--- src/rtl/rlc_pkg.sv ---
// Shared constants for the run-level coefficient word packer.
// Assumes a 16-bit field on each half of the 32-bit output word.
package rlc_pkg;
    localparam int FIELD_W  = 16;
    localparam int DC_MAX   = 11;
    localparam int TERM_RUN = 'hff;

    // Terminator word: sentinel run in the upper field, zero level.
    function automatic logic [2*FIELD_W-1:0] term_word();
        return {FIELD_W'(TERM_RUN), {FIELD_W{1'b0}}};
    endfunction
endpackage

--- src/rtl/rlc_dc_align.sv ---
// Left-justifies a right-aligned DC value of 'size' bits inside a field.
// Raw bits at or above 'size' are masked away; lower bits are zero-filled.
// Assumes size <= DC_MAX and FIELD_W >= DC_MAX.
module rlc_dc_align #(
    parameter int FIELD_W = 16,
    parameter int DC_MAX  = 11,
    localparam int SIZE_W = $clog2(DC_MAX + 1)
) (
    input  logic [SIZE_W-1:0]  size,
    input  logic [DC_MAX-1:0]  raw,
    output logic [FIELD_W-1:0] aligned
);
    logic [DC_MAX-1:0]  keep_mask;
    logic [DC_MAX-1:0]  kept;
    logic [FIELD_W-1:0] widened;

    // Keep only the low 'size' bits and push them to the top of the field.
    always_comb begin
        keep_mask = ~({DC_MAX{1'b1}} << size);
        kept      = raw & keep_mask;
        widened   = FIELD_W'(kept);
        aligned   = widened << (FIELD_W - int'(size));
    end
endmodule

--- src/rtl/rlc_word_format.sv ---
// Builds the 32-bit word for one coefficient event: a run/level pair or
// a DC word with its size field and left-justified value. Pure logic.
module rlc_word_format #(
    parameter int FIELD_W = 16,
    parameter int DC_MAX  = 11,
    localparam int SIZE_W = $clog2(DC_MAX + 1)
) (
    input  logic                 is_dc,
    input  logic [FIELD_W-1:0]   run,
    input  logic [FIELD_W-1:0]   level,
    input  logic [SIZE_W-1:0]    dc_size,
    input  logic [DC_MAX-1:0]    dc_raw,
    output logic [2*FIELD_W-1:0] word
);
    logic [FIELD_W-1:0] dc_value;

    rlc_dc_align #(.FIELD_W(FIELD_W), .DC_MAX(DC_MAX)) u_align (
        .size    (dc_size),
        .raw     (dc_raw),
        .aligned (dc_value)
    );

    // Select the word layout for the event kind.
    always_comb begin
        if (is_dc)
            word = {FIELD_W'(dc_size), dc_value};
        else
            word = {run, level};
    end
endmodule

--- src/rtl/rlc_out_slot.sv ---
// One-word output register with a single pending-terminator flag.
// A pending terminator has priority over new intake and blocks it, so it
// lands behind every word already accepted. Assumes no second block-end
// strobe arrives while a terminator is pending and the slot is stalled.
module rlc_out_slot #(
    parameter int WORD_W = 32,
    parameter logic [WORD_W-1:0] TERM = '0
) (
    input  logic              clk,
    input  logic              rst_n,
    input  logic              in_valid,
    output logic              in_ready,
    input  logic [WORD_W-1:0] in_word,
    input  logic              blk_end,
    output logic              term_pending,
    output logic              out_valid,
    input  logic              out_ready,
    output logic [WORD_W-1:0] out_word
);
    logic slot_free;

    // The slot can load when empty or when its word leaves this cycle.
    always_comb begin
        slot_free = !out_valid || out_ready;
        in_ready  = slot_free && !term_pending;
    end

    // Load the terminator first, else an offered coefficient, else go idle.
    always_ff @(posedge clk) begin
        if (!rst_n) begin
            out_valid <= 1'b0;
            out_word  <= '0;
        end else if (slot_free) begin
            if (term_pending) begin
                out_valid <= 1'b1;
                out_word  <= TERM;
            end else if (in_valid) begin
                out_valid <= 1'b1;
                out_word  <= in_word;
            end else begin
                out_valid <= 1'b0;
            end
        end
    end

    // Remember a block end until its terminator has been loaded.
    always_ff @(posedge clk) begin
        if (!rst_n)
            term_pending <= 1'b0;
        else
            term_pending <= blk_end || (term_pending && !slot_free);
    end
endmodule

--- src/rtl/rlc_word_packer.sv ---
// Top: packs decoded coefficient events into 32-bit buffer words and
// appends a terminator word at every block end. Single clock, synchronous
// active-low reset. Assumes cf_dc_size <= DC_MAX on DC events.
module rlc_word_packer #(
    parameter int FIELD_W  = rlc_pkg::FIELD_W,
    parameter int DC_MAX   = rlc_pkg::DC_MAX,
    localparam int SIZE_W  = $clog2(DC_MAX + 1),
    localparam int WORD_W  = 2 * FIELD_W
) (
    input  logic              clk,
    input  logic              rst_n,
    input  logic              cf_valid,
    output logic              cf_ready,
    input  logic              cf_is_dc,
    input  logic [FIELD_W-1:0] cf_run,
    input  logic [FIELD_W-1:0] cf_level,
    input  logic [SIZE_W-1:0] cf_dc_size,
    input  logic [DC_MAX-1:0] cf_dc_raw,
    input  logic              blk_end,
    output logic              out_valid,
    input  logic              out_ready,
    output logic [WORD_W-1:0] out_word
);
    localparam logic [WORD_W-1:0] TERM_WORD =
        {FIELD_W'(rlc_pkg::TERM_RUN), {FIELD_W{1'b0}}};

    logic [WORD_W-1:0] coef_word;
    logic              term_pending;

    rlc_word_format #(.FIELD_W(FIELD_W), .DC_MAX(DC_MAX)) u_format (
        .is_dc   (cf_is_dc),
        .run     (cf_run),
        .level   (cf_level),
        .dc_size (cf_dc_size),
        .dc_raw  (cf_dc_raw),
        .word    (coef_word)
    );

    rlc_out_slot #(.WORD_W(WORD_W), .TERM(TERM_WORD)) u_slot (
        .clk          (clk),
        .rst_n        (rst_n),
        .in_valid     (cf_valid),
        .in_ready     (cf_ready),
        .in_word      (coef_word),
        .blk_end      (blk_end),
        .term_pending (term_pending),
        .out_valid    (out_valid),
        .out_ready    (out_ready),
        .out_word     (out_word)
    );
endmodule

--- config.mk ---
export PLATFORM = sky130hd
export DESIGN_NAME = rlc_word_packer
export DESIGN_NICKNAME = d
export VERILOG_FILES = /design/src/rtl/rlc_pkg.sv /design/src/rtl/rlc_dc_align.sv /design/src/rtl/rlc_word_format.sv /design/src/rtl/rlc_out_slot.sv /design/src/rtl/rlc_word_packer.sv
export SDC_FILE = /design/constraint.sdc
export NUM_CORES = 1
export LEC_CHECK = 0
export ABC_CLOCK_PERIOD_IN_PS = 2400
export BUFFER_PORTS_ARGS = -buffer_cell sky130_fd_sc_hd__buf_2
export CORE_ASPECT_RATIO = 0.7
export CORE_MARGIN = 5
export CORE_UTILIZATION = 40
export DETAILED_ROUTE_END_ITERATION = 6
export GPL_TIMING_DRIVEN = 0
export PLACE_DENSITY_LB_ADDON = 0.15
export SETUP_SLACK_MARGIN = 0.2
export SLEW_MARGIN = 20
export SYNTH_ARGS = -nofsm -noshare
export SYNTH_HDL_FRONTEND = slang
export SYNTH_SLANG_ARGS = --single-unit
--- constraint.sdc ---
create_clock -name clk -period 2.4 [get_ports clk]
set_input_delay 0.36 -clock clk [delete_from_list [all_inputs] [get_ports clk]]
set_output_delay 0.36 -clock clk [all_outputs]
set_load 0.02 [all_outputs]
==> flow_metrics.py <==
metrics = {
    "yosys": {
        "synth_top_area_cell": "dfxtp_1",
        "ys_warn_count": 0,
        "seq_area_frac_synth": 0.310,
        "synth_nets": 340,
        "synth_area_mm2": 0.00219,
        "ys_seq_elements": 34,
        "netlist-cell-type-count": 52,
        "synth-edff-count": 0,
        "ys.flop_type": "dfxtp_1",
        "synth_area_leaders": "dfxtp_1, mux2i_1, nand2_1",
        "synth_area_per_cell_um2": 7.75,
        "yosysTopAreaCellShare": 0.310,
        "synth_async_sr_flop_share": 0,
        "synth_cells": 283,
    },
    "global_route": {
        "antenna_found_initial": 0,
        "grt_max_degree": 11,
        "first_global_vias": 2301,
        "grt_usage": 0.204,
        "grt_pass1_wl_um": 11600,
        "grt_overflow": 0,
    },
    "route": {
        "vias": 2458,
        "wl_per_cell_um": 16.3,
        "final_antenna_net_count": 0,
        "wirelength_um": 7350,
        "firstDrtPassIters": 5,
        "viasPerCell": 5.46,
        "route.detailed.drc": 0,
        "drt_iter0_markers": 221,
    },
    "timing": {
        "hold_violations": 0,
        "slew_headroom": 0.516,
        "whs_ns": 0.298,
        "worst_pin_slew_ns": 0.721,
        "fmax_ghz": 0.469,
        "post-route-min-period_ns": 2.13,
        "drv_slew": 0,
        "rsz0062_at_grt": "no",
        "finClkSkew_ns": 0.00549,
        "setup_ws_ns": 0.269,
        "min_period_over_period": 0.888,
        "setup_viol": 0,
    },
    "critical_path": {
        "worstPathArrival_ns": 2.35,
        "reg2reg_to": "u_slot.out_word[14]",
        "r2r_start": "u_slot.out_valid",
        "ff2ff_setup_slack_ns": 0.56,
        "critPathCaptureType": "flip-flop",
        "ff2ff_path_depth": 6,
        "required_ns": 2.62,
        "path_max_fanout": 8,
        "path_class": "input port to flip-flop",
        "cp-start-kind": "input port",
        "cp-startpoint": "cf_dc_size[1]",
        "setup.worst_path.end": "u_slot.out_word[8]",
    },
    "cells_and_area": {
        "multi_input_area_mm2": 0.00146,
        "fill_cells": 544,
        "antenna_cells": 0,
        "area_delta_synth_final_pct": 33.1,
        "layout-drive-gt1-share": 0.320,
        "register_area_um2": 681,
        "nNetsFinal": 434,
        "fin_util": 0.552,
    },
    "outcome": {
        "outcome": "finished clean",
    },
    "floorplan": {
        "io_pins": 87,
        "start_util": 0.415,
        "die_w_um": 98.5,
        "core_mm2": 0.00529,
        "die_h_um": 72.0,
        "rows": 22,
        "dieArea_mm2": 0.00709,
    },
    "place": {
        "place_hpwl_um": 5680,
        "place_ws_ns": -0.360,
        "numPortBuffers": 85,
        "finalWeightedCongestion": 0.877,
    },
    "power_and_ir_drop": {
        "power_density_mw_per_mm2": 557,
        "leakage_nw": 1.32,
        "max-vdd-ir-drop_mv": 0.329,
    },
    "clock_tree": {
        "clock-sinks": 34,
        "cts_buffer_depth": 2,
        "ctsHoldBuffers": 0,
        "clkLatencyLatePin_ns": 0.29,
        "clk_pin_slew_ns": 0.07,
        "cts_root_buf": "clkbuf_8",
        "cts_tree": "built",
        "cts_buffers": 5,
        "htreeDepth": 2,
    },
    "hold_path": {
        "hold_path.startpoint": "cf_level[11]",
        "hold_depth": 3,
        "hold_class": "input port to flip-flop",
    },
    "flow_run": {
        "max-cap-violations": 0,
    },
}
-- layout make-up --
class	count	area share
plain buffers	20	0.0360
clock buffers	7	0.0261
clock inverters	1	0.0103
inverters	8	0.0129
multi-input cells	221	0.500
flip-flops and latches	34	0.233
well taps	72	0.0309
repair buffers	87	0.151
-- critical path, cell delays in order --
cell and delay, ns:
buf_2 0.09, clkbuf_8 0.15, inv_1 0.08, ha_4 0.18, nor3b_4 0.17, or3b_1 0.37
or2_1 0.25, and2_0 0.18, a2111o_1 0.37, a21oi_2 0.15
-- synth_stat cells (5+ instances only) --
library cell	instances
o211a_1	5
mux2i_1	12
o22ai_1	6
inv_1	6
nor2_1	20
clkbuf_1	13
nand2b_1	7
a21oi_1	14
dfxtp_1	34
nor2b_1	7
a21boi_0	9
nor3_1	9
o21ai_0	22
nand3_1	11
nand2_1	32
a22oi_1	5
-- logic make-up (layout without fill, tap and decap cells) --
family / after synthesis / in the layout / share of synthesized area
adder cells (fa/ha/maj): 4 / 4 / 0.0228
AND/OR/NAND/NOR: 103 / 103 / 0.228
multiplexers: 16 / 16 / 0.0753
XOR/XNOR: 2 / 2 / 0.00799
flip-flops: 34 / 34 / 0.310
buffers and inverters: 28 / 123 / 0.0519
AO/OA/AOI/OAI: 96 / 96 / 0.303
-- sequential cells by signal, summed over array words and instances (netlist names) --
| signal | flops |
|---|---|
| u_slot.out_valid | 1 |
| u_slot.term_pending | 1 |
| u_slot.out_word | 32 |
-- power by group --
group	leakage [nW]	switching (mW)	internal (mW)
logic	0.985	0.295	0.190
clock network	0.0524	0.211	0.311
registers	0.279	0.0193	0.600
total	1.32	0.525	1.10
-- cell usage in the layout (no fill, tap or decap), types with 7 or more instances in the layout --
cell / count
buf_2: 89
dfxtp_1: 34
nand2_1: 32
nor2_1: 20
o21ai_0: 20
a21oi_1: 13
clkbuf_1: 11
mux2i_1: 11
nand3_1: 11
nor3_1: 9
a21boi_0: 9
nand2b_1: 7
-- per-layer routing --
| layer | wire length [um] | vias up | global-route usage | part of all wire |
|---|---|---|---|---|
| met2 | 2920 | 103 | 0.270 | 0.40 |
| met5 | 0 | - | 0 | 0 |
| met1 | 3650 | 1118 | 0.308 | 0.50 |
| met4 | 59 | 0 | 0.0485 | 0.0080 |
| met3 | 725 | 9 | 0.0730 | 0.099 |
| li1 | - | 1228 | - | - |
-- metrics by stage --
step / TNS [ns] / instance area [um^2] / power [mW] / std cells
after detailed placement: -2.51 / 2720 / 1.08 / 440
after floorplan: 0 / 2200 / 0.925 / 283
after global routing: 0 / 2920 / 1.72 / 450
final: 0 / 2920 / 1.63 / 450
after CTS: 0 / 2870 / 1.62 / 449
after global placement: -2.25 / 2720 / 1.08 / 440
-- repair_timing --
item / in CTS / in global routing
setup buffers: 1 / 1
pin swaps: 1 / 3
endpoints found under the setup margin: 11 / 9
gates resized for setup: 10 / 16
-- worst min path at each step --
| stage | to |
|---|---|
| after global placement | u_slot.out_word[25] |
| after CTS | u_slot.out_word[11] |
| after detailed placement | u_slot.out_word[0] |
| after global routing | u_slot.out_word[11] |
| after floorplan | u_slot.out_word[11] |
| final | u_slot.out_word[11] |
(Power assumes the default switching activity.)
